$ cat src/rtl/ssr_pkg.sv
package ssr_pkg;
    typedef enum logic [1:0] {
        ST_SUPPLY_LOW = 2'd0,
        ST_QUALIFY    = 2'd1,
        ST_RUN        = 2'd2,
        ST_WDOG_HOLD  = 2'd3
    } ssr_state_e;
endpackage

$ cat src/rtl/ssr_sync.sv
module ssr_sync #(
    parameter int STAGES = 2
) (
    input  logic clk,
    input  logic rst_n,
    input  logic din,
    output logic dout
);
    logic [STAGES-1:0] chain_q;

    genvar g;
    generate
        for (g = 0; g < STAGES; g++) begin : g_stage
            if (g == 0) begin : g_first
                always_ff @(posedge clk or negedge rst_n) begin
                    if (!rst_n) chain_q[0] <= 1'b0;
                    else        chain_q[0] <= din;
                end
            end else begin : g_next
                always_ff @(posedge clk or negedge rst_n) begin
                    if (!rst_n) chain_q[g] <= 1'b0;
                    else        chain_q[g] <= chain_q[g-1];
                end
            end
        end
    endgenerate

    assign dout = chain_q[STAGES-1];
endmodule

$ cat src/rtl/ssr_hold_counter.sv
module ssr_hold_counter #(
    parameter int RELEASE_MS = 200
) (
    input  logic clk,
    input  logic rst_n,
    input  logic run,
    input  logic clear,
    input  logic tick,
    output logic done
);
    localparam int CW = (RELEASE_MS > 1) ? $clog2(RELEASE_MS) : 1;
    localparam logic [CW-1:0] LAST = CW'(RELEASE_MS - 1);

    logic [CW-1:0] cnt_q;

    assign done = run && !clear && tick && (cnt_q == LAST);

    always_ff @(posedge clk or negedge rst_n) begin
        if (!rst_n)               cnt_q <= '0;
        else if (clear || !run)   cnt_q <= '0;
        else if (tick) begin
            if (cnt_q == LAST)    cnt_q <= '0;
            else                  cnt_q <= cnt_q + 1'b1;
        end
    end

    // Counter stays inside its window
    assert_cnt_bound_R3: assert property (@(posedge clk) disable iff (!rst_n)
        cnt_q <= LAST);
    // A clear request always empties the count: dips restart the delay
    assert_clear_empties_R4: assert property (@(posedge clk) disable iff (!rst_n)
        clear |=> cnt_q == '0);
    // Without a tick the count cannot advance
    assert_no_tick_hold_R10: assert property (@(posedge clk) disable iff (!rst_n)
        (run && !clear && !tick) |=> $stable(cnt_q));
endmodule

$ cat src/rtl/ssr_reset_fsm.sv
module ssr_reset_fsm
    import ssr_pkg::*;
(
    input  logic clk,
    input  logic rst_n,
    input  logic sup_ok,
    input  logic wdt,
    input  logic cnt_done,
    output logic cnt_run,
    output logic cnt_clear,
    output logic rst_active
);
    ssr_state_e state_q, state_d;

    always_ff @(posedge clk or negedge rst_n) begin
        if (!rst_n) state_q <= ST_SUPPLY_LOW;
        else        state_q <= state_d;
    end

    always_comb begin
        state_d = state_q;
        unique case (state_q)
            ST_SUPPLY_LOW: if (sup_ok) state_d = ST_QUALIFY;
            ST_QUALIFY: begin
                if (!sup_ok)       state_d = ST_SUPPLY_LOW;
                else if (wdt)      state_d = ST_QUALIFY;
                else if (cnt_done) state_d = ST_RUN;
            end
            ST_RUN: begin
                if (!sup_ok)       state_d = ST_SUPPLY_LOW;
                else if (wdt)      state_d = ST_WDOG_HOLD;
            end
            ST_WDOG_HOLD: begin
                if (!sup_ok)       state_d = ST_SUPPLY_LOW;
                else if (wdt)      state_d = ST_WDOG_HOLD;
                else if (cnt_done) state_d = ST_RUN;
            end
        endcase
    end

    always_comb begin
        cnt_run    = 1'b0;
        cnt_clear  = 1'b1;
        rst_active = 1'b1;
        unique case (state_q)
            ST_SUPPLY_LOW: ;
            ST_QUALIFY, ST_WDOG_HOLD: begin
                cnt_run   = 1'b1;
                cnt_clear = !sup_ok || wdt;
            end
            ST_RUN: rst_active = 1'b0;
        endcase
    end

    // Supply drop forces reset at the following edge
    assert_drop_asserts_R2: assert property (@(posedge clk) disable iff (!rst_n)
        !sup_ok |=> state_q == ST_SUPPLY_LOW);
    // Release only on a completed countdown
    assert_release_on_done_R3: assert property (@(posedge clk) disable iff (!rst_n)
        $rose(state_q == ST_RUN) |-> $past(cnt_done));
    // Watchdog strobe while running enters the watchdog hold
    assert_wdt_hold_R5: assert property (@(posedge clk) disable iff (!rst_n)
        (state_q == ST_RUN && sup_ok && wdt) |=> state_q == ST_WDOG_HOLD);
    // Strobe during supply-low has no effect on the state
    assert_wdt_ignored_R9: assert property (@(posedge clk) disable iff (!rst_n)
        (state_q == ST_SUPPLY_LOW && !sup_ok) |=> state_q == ST_SUPPLY_LOW);
endmodule

$ cat src/rtl/ssr_pad_drive.sv
module ssr_pad_drive #(
    parameter bit ACTIVE_HIGH = 1'b0
) (
    input  logic active,
    output logic level,
    output logic oe
);
    generate
        if (ACTIVE_HIGH) begin : g_high
            assign level = active;
        end else begin : g_low
            assign level = !active;
        end
    endgenerate
    assign oe = active;
endmodule

$ cat src/rtl/supply_reset_seq.sv
module supply_reset_seq #(
    parameter int RELEASE_MS  = 200,
    parameter int SYNC_STAGES = 2,
    parameter bit ACTIVE_HIGH = 1'b0
) (
    input  logic clk,
    input  logic rst_n,
    input  logic ms_tick,
    input  logic supply_ok_raw,
    input  logic wdt_expire,
    output logic rst_level,
    output logic rst_oe
);
    localparam logic ACT_LVL = ACTIVE_HIGH;

    logic sup_ok, cnt_run, cnt_clear, cnt_done, rst_active;

    ssr_sync #(.STAGES(SYNC_STAGES)) u_sync (
        .clk(clk), .rst_n(rst_n), .din(supply_ok_raw), .dout(sup_ok));

    ssr_hold_counter #(.RELEASE_MS(RELEASE_MS)) u_cnt (
        .clk(clk), .rst_n(rst_n), .run(cnt_run), .clear(cnt_clear),
        .tick(ms_tick), .done(cnt_done));

    ssr_reset_fsm u_fsm (
        .clk(clk), .rst_n(rst_n), .sup_ok(sup_ok), .wdt(wdt_expire),
        .cnt_done(cnt_done), .cnt_run(cnt_run), .cnt_clear(cnt_clear),
        .rst_active(rst_active));

    ssr_pad_drive #(.ACTIVE_HIGH(ACTIVE_HIGH)) u_pad (
        .active(rst_active), .level(rst_level), .oe(rst_oe));

    // Pad enabled only while driving the active level
    assert_oe_level_R8: assert property (@(posedge clk) disable iff (!rst_n)
        rst_oe |-> rst_level == ACT_LVL);
    assert_idle_level_R8: assert property (@(posedge clk) disable iff (!rst_n)
        !rst_oe |-> rst_level != ACT_LVL);
    // First cycle after power-on reset is always in reset
    assert_por_active_R1: assert property (@(posedge clk)
        !rst_n |-> rst_oe);
endmodule

$ cat config.mk
export PLATFORM = sky130hd
export DESIGN_NAME = supply_reset_seq
export DESIGN_NICKNAME = d
export VERILOG_FILES = /design/src/rtl/ssr_pkg.sv /design/src/rtl/ssr_sync.sv /design/src/rtl/ssr_hold_counter.sv /design/src/rtl/ssr_reset_fsm.sv /design/src/rtl/ssr_pad_drive.sv /design/src/rtl/supply_reset_seq.sv
export SDC_FILE = /design/constraint.sdc
export NUM_CORES = 1
export LEC_CHECK = 0
export CAP_MARGIN = 10
export CORE_AREA = 2 2 39 41
export CTS_BUF_LIST = sky130_fd_sc_hd__clkbuf_8
export DETAILED_ROUTE_END_ITERATION = 8
export DIE_AREA = 0 0 41 43
export DONT_BUFFER_PORTS = 1
export GPL_ROUTABILITY_DRIVEN = 0
export PLACE_DENSITY_LB_ADDON = 0.05
export SLEW_MARGIN = 20
export SYNTH_ARGS = -nofsm -noshare
export SYNTH_HDL_FRONTEND = slang
export SYNTH_SLANG_ARGS = --single-unit
export TNS_END_PERCENT = 10
$ cat constraint.sdc
create_clock -name clk -period 1.7 [get_ports clk]
set_input_delay 0.17 -clock clk [delete_from_list [all_inputs] [get_ports clk]]
set_output_delay 0.17 -clock clk [all_outputs]
set_load 0.005 [all_outputs]
## Word-level counts from Yosys, hierarchy flattened

Cells that the tools add are included.

| word-level totals | value |
|---|---|
| flip-flop bits (word level) | 12 |
| bits in latches | 0 |
| memory bits (writable) | 0 |
| bits in read-only memories | 0 |
| bits of input ports | 5 |
| output and inout bits | 2 |
| word-level logic and storage cells | 38 |
| memories | 0 |

| operators by class | value |
|---|---|
| add/sub/neg operators | 1 |
| multiply operators | 0 |
| div/mod/pow operators | 0 |
| $lt $le $gt $ge | 0 |
| equal/unequal tests | 6 |
| shift operators | 0 |
| multiplexer cells | 15 |
| bitwise operators | 0 |
| reduce and logical (&&, ||, !) cells | 12 |

Operators by type and width:

| kind | number |
|---|---|
| two-way mux 8 bit | 3 |
| two-way mux 2 bit | 8 |
| adder 8 x 1 -> 8 bit (second input constant) | 1 |
| == test 8 bit (second input constant) | 1 |
| case mux 2 bit (4 select lines) | 1 |
| == test 2 bit (second input constant) | 2 |
| logical AND 1 bit | 3 |
| zero test 1 bit | 3 |
| two-way mux 1 bit | 3 |
| inequality test 3 bit (second input constant) | 1 |
| == test 2 x 1 -> 1 bit (second input constant) | 1 |
| zero test 2 bit | 1 |
| logical OR 1 bit | 2 |
| inequality test 2 bit (second input constant) | 1 |
| AND reduction 2 bit | 1 |
| nonzero test 2 bit | 1 |
| OR reduction 2 bit | 1 |

## Longest topological paths before layout

| logic depth | value |
|---|---|
| depth in word-level cells | 11 |
| mapped depth | 5 |
| depth with buffers taken out | 5 |

## Cells and area by module

Synthesis repeated with hierarchy kept, for this count alone.

| second synthesis, totals | value |
|---|---|
| cell total of the unflattened synthesis | 62 |
| area total of the unflattened synthesis | 654.4 um^2 |

By module, submodules not included:

| module | instances | cells each | area each (um^2) | sequential area each (um^2) |
|---|---|---|---|---|
| ssr_hold_counter | 1 | 49 | 491.7 | 200.2 |
| ssr_reset_fsm | 1 | 9 | 101.3 | 50.0 |
| ssr_sync | 1 | 2 | 50.0 | 50.0 |
| ssr_pad_drive | 1 | 2 | 11.3 | 0.0 |

## Least setup slack after synthesis

OpenSTA, ideal clock, no wires.

| timing | value |
|---|---|
| kind | reg-to-reg |
| start | register u_cnt.cnt_q[3] |
| end | register u_cnt.cnt_q[1] |
| setup time | 0.121 ns |
| arrival time | 1.226 ns |
| required time | 1.579 ns |
| path slack | 0.353 ns |
| stages on the path, launching flop included | 4 |
| buffers on the path | 0 |
| clock period less this slack | 1.347 ns |
| cell sequence | dfrtp_1 > or3_4 > o21a_4 > a22o_1 |

| between the ends | value |
|---|---|
| word-level cells in the longest chain between the ends | 4 |

RTL lines:

| item | RTL line | text |
|---|---|---|
| start: declaration | ssr_hold_counter.sv:14 | `logic [CW-1:0] cnt_q;` |
| start signal: assignment | ssr_hold_counter.sv:23 | `else cnt_q <= cnt_q + 1'b1;` |
| == test 8 bit | ssr_hold_counter.sv:22 | `if (cnt_q == LAST) cnt_q <= '0;` |
| two-way mux 8 bit | ssr_hold_counter.sv:22 |  |
| two-way mux 8 bit | ssr_hold_counter.sv:21 | `else if (tick) begin` |
| two-way mux 8 bit | ssr_hold_counter.sv:20 | `else if (clear \|\| !run) cnt_q <= '0;` |

Every way passes these cells. The select of a mux whose other input is x is not followed.
A chain may end at the register's enable or synchronous reset.

## Worst setup path after layout

| timing | value |
|---|---|
| start | register u_cnt.cnt_q[0] |
| end | register u_cnt.cnt_q[6] |

| between the ends | value |
|---|---|
| word-level cells in the longest chain between the ends | 4 |
| elaborated cells between the ends (all ways) | 5 |
| classes of those cells | add/sub (1); eq/ne (1); mux (3) |

RTL lines:

| item | RTL line |
|---|---|
| adder 8 x 1 -> 8 bit or == test 8 bit (tied branches) | ssr_hold_counter.sv:23, ssr_hold_counter.sv:22 |
| two-way mux 8 bit * | ssr_hold_counter.sv:22 |
| two-way mux 8 bit * | ssr_hold_counter.sv:21 |
| two-way mux 8 bit * | ssr_hold_counter.sv:20 |

Every way passes the cells marked *; elsewhere a longest branch is shown, timed or not. The select of a mux whose other input is x is not followed.

==> results.ini <==
[outcome]
status=complete, no violations

[clock_tree]
cts_buffers=3
ctsHtreeMaxLevel=1
cts.sinks=12
cts_tree=done
clk_latency_ns=0.24
cts-root-buf=clkbuf_8
clockBufferDepth=2
clk_transition_reported_paths_ns=0.06

[setup_path]
ff2ff_path_depth=5
crit_arrival_ns=1.67
r2r_end=u_cnt.cnt_q[6]
cp-start-kind=flip-flop
cp-end-kind=flip-flop
cp.required_ns=1.85
crit_fanout=4
worstSetupPathType=reg2reg
timing.rr.start=u_cnt.cnt_q[0]
rrSetupSlack_ns=0.17

[power]
p_int_w=0.0005033
p_per_area_nw_per_um2=931.0
combPwrFrac=0.033
switchingPower_w=0.0001211
swShare=0.1939
pwr-share-seq=0.470
pwr-share-clk=0.498
ir_drop_mv=0.6286
p_leak_nw=0.2890

[timing]
fmax_mhz=655.5
worst_pin_slew_ns=0.5367
relSlewSlack=0.6410
fin_ws_ns=0.1744
drv_slew=0
setup_tns_ns=0
period_share=0.8974
min_period_ns=1.526
skew_ns=0.005657
rsz0062_at_grt=false
hold_slack_ns=0.1337
setup_viol_count_final=0
hold_viol_final=0

[logic_synthesis]
ys_seq_area_frac=0.5217
synthesis.nets=64
avgSynthCellArea_um2=9.923
ys_warn_count=0
netlist_area_um2=575.6
syn_inst=58
synth.distinct_cells=22
ys_ff_latch=12

[floorplan]
die-width_um=41
start_util=0.4159
ioPinCount=7
fp.coreArea_um2=1384
die-area_um2=1763
fp.dieH_um=43
num_rows=14

[job]
drv_cap=0

[global_route]
grt_pass1_vias=454
grt.overflow.total=0
grt_max_degree=13
grt_pass1_wl_mm=1.987
grt_usage=0.1694
grt_antenna_before_repair=0

[detailed_routing]
wl_mm=1.184
routedWlPerCell_um=14.80
vias=467
drcViolationCount=0
first_pass_iters=4
viasPerCell=5.838
ant_nets=0
drtIter0Drc=25

[layout]
mostFrequentLayoutCells=12 x dfrtp_1, 6 x o21ai_0, 6 x nand2_1
flow.area_growth_from_synthesis_pct=16.52
drive_gt1_frac=0.1250
insertedDiodeCount=0
final_common_cell=dfrtp_1
fillerInstances=121
fin_nets=71

[place]
io_buffers=0
dp_slack_ns=0.2393
dp_hpwl_um=844.5

[min_path]
hold_end=u_cnt.cnt_q[3]
worstHoldPathCells=2
hold_class=in2reg
holdCritStartpoint=ms_tick

-- layout make-up --
cell class	count	area [um2]	share of cell area
Clock buffer	4	55.05	0.08209
Inverter	3	11.26	0.01679
Multi-Input combinational cell	43	264.0	0.3937
Sequential cell	12	300.3	0.4478
Tap cell	16	20.02	0.02985
Timing Repair Buffer	2	20.02	0.02985
-- metal layers --
layer | track usage | part of all wire | vias to the layer above | routed length [um]
met5 | 0 | 0 | - | 0
met4 | 0.08667 | 0.026 | 0 | 31
met3 | 0.04712 | 0.050 | 6 | 59
met2 | 0.2531 | 0.49 | 20 | 583
met1 | 0.2136 | 0.43 | 217 | 509
li1 | - | - | 224 | -
-- Yosys cell counts (all sizes together) --
cell type   n  area (um2)
a41oi       1       8.760
nand4       1       6.260
or2         1       6.260
xor2        2       17.52
a31oi       2       12.51
o21ai       7       35.03
a22o        1       8.760
o21a        1       15.01
and4b       1       11.26
and3        2       12.51
dfrtp      12       300.3
nand3b      1       7.510
nand3       4       20.02
or3         3       23.77
inv         3       11.26
ha          1       12.51
nand2       6       22.52
a21oi       4       20.02
nor2        3       11.26
nand2b      2       12.51
-- power groups by stage --
stage | clock network, W | logic [W] | registers, W
floorplan | 0 | 0.00000943 | 0.000297
global placement | 0 | 0.0000111 | 0.000298
detailed placement | 0 | 0.0000117 | 0.000298
CTS | 0.000314 | 0.0000209 | 0.000293
global route | 0.000334 | 0.0000236 | 0.000294
finish | 0.000311 | 0.0000204 | 0.000293
-- logic make-up after synthesis --
group | Yosys count | share of synthesized area
and+or+nand+nor | 24 | 0.2326
AOI/OAI and AO/OA | 16 | 0.1739
DFF | 12 | 0.5217
buffers and inverters | 3 | 0.01956
xor gates and xnor gates | 2 | 0.03044
adders and majority gates | 1 | 0.02174
-- sequential cells by signal, summed over array words and instances (netlist names) --
register and cells:
u_fsm.state_q 2, u_cnt.cnt_q 8, u_sync.chain_q 1, u_sync.dout 1
-- through the flow --
stage	instances	instance area, um2	util	power [W]
CTS	80	670.6	0.4846	0.0006277
global placement	74	595.6	0.4304	0.0003091
floorplan	58	575.6	-	0.0003068
finish	80	670.6	0.4846	0.0006243
global route	80	670.6	0.4846	0.0006517
detailed placement	74	595.6	0.4304	0.0003098
-- how the worst max path moves through the flow --
stage,from,end,cells past startpoint,slack [ns]
floorplan,u_cnt.cnt_q[3],u_cnt.cnt_q[1],3,0.35
global placement,u_cnt.cnt_q[3],u_cnt.cnt_q[1],3,0.28
detailed placement,u_cnt.cnt_q[0],u_cnt.cnt_q[6],5,0.24
CTS,u_cnt.cnt_q[0],u_cnt.cnt_q[6],5,0.18
global route,u_cnt.cnt_q[0],u_cnt.cnt_q[6],5,0.1
finish,u_cnt.cnt_q[0],u_cnt.cnt_q[6],5,0.17
-- timing repair --
| item | in CTS | in global routing |
|---|---|---|
| gates resized for setup | 0 | 0 |
| endpoints found under the setup margin | 0 | 0 |
| hold buffers | 2 | 0 |
| hold endpoints to repair | 13 | 0 |
| buffers inserted | 0 | 0 |
-- worst max-delay path, stage by stage (launching register included) --
cell     delay, ns
dfrtp_1       0.40
ha_1          0.25
nand4_1       0.18
o21ai_1       0.15
or3_1         0.36
o21ai_0       0.10
(Power assumes the default switching activity.)
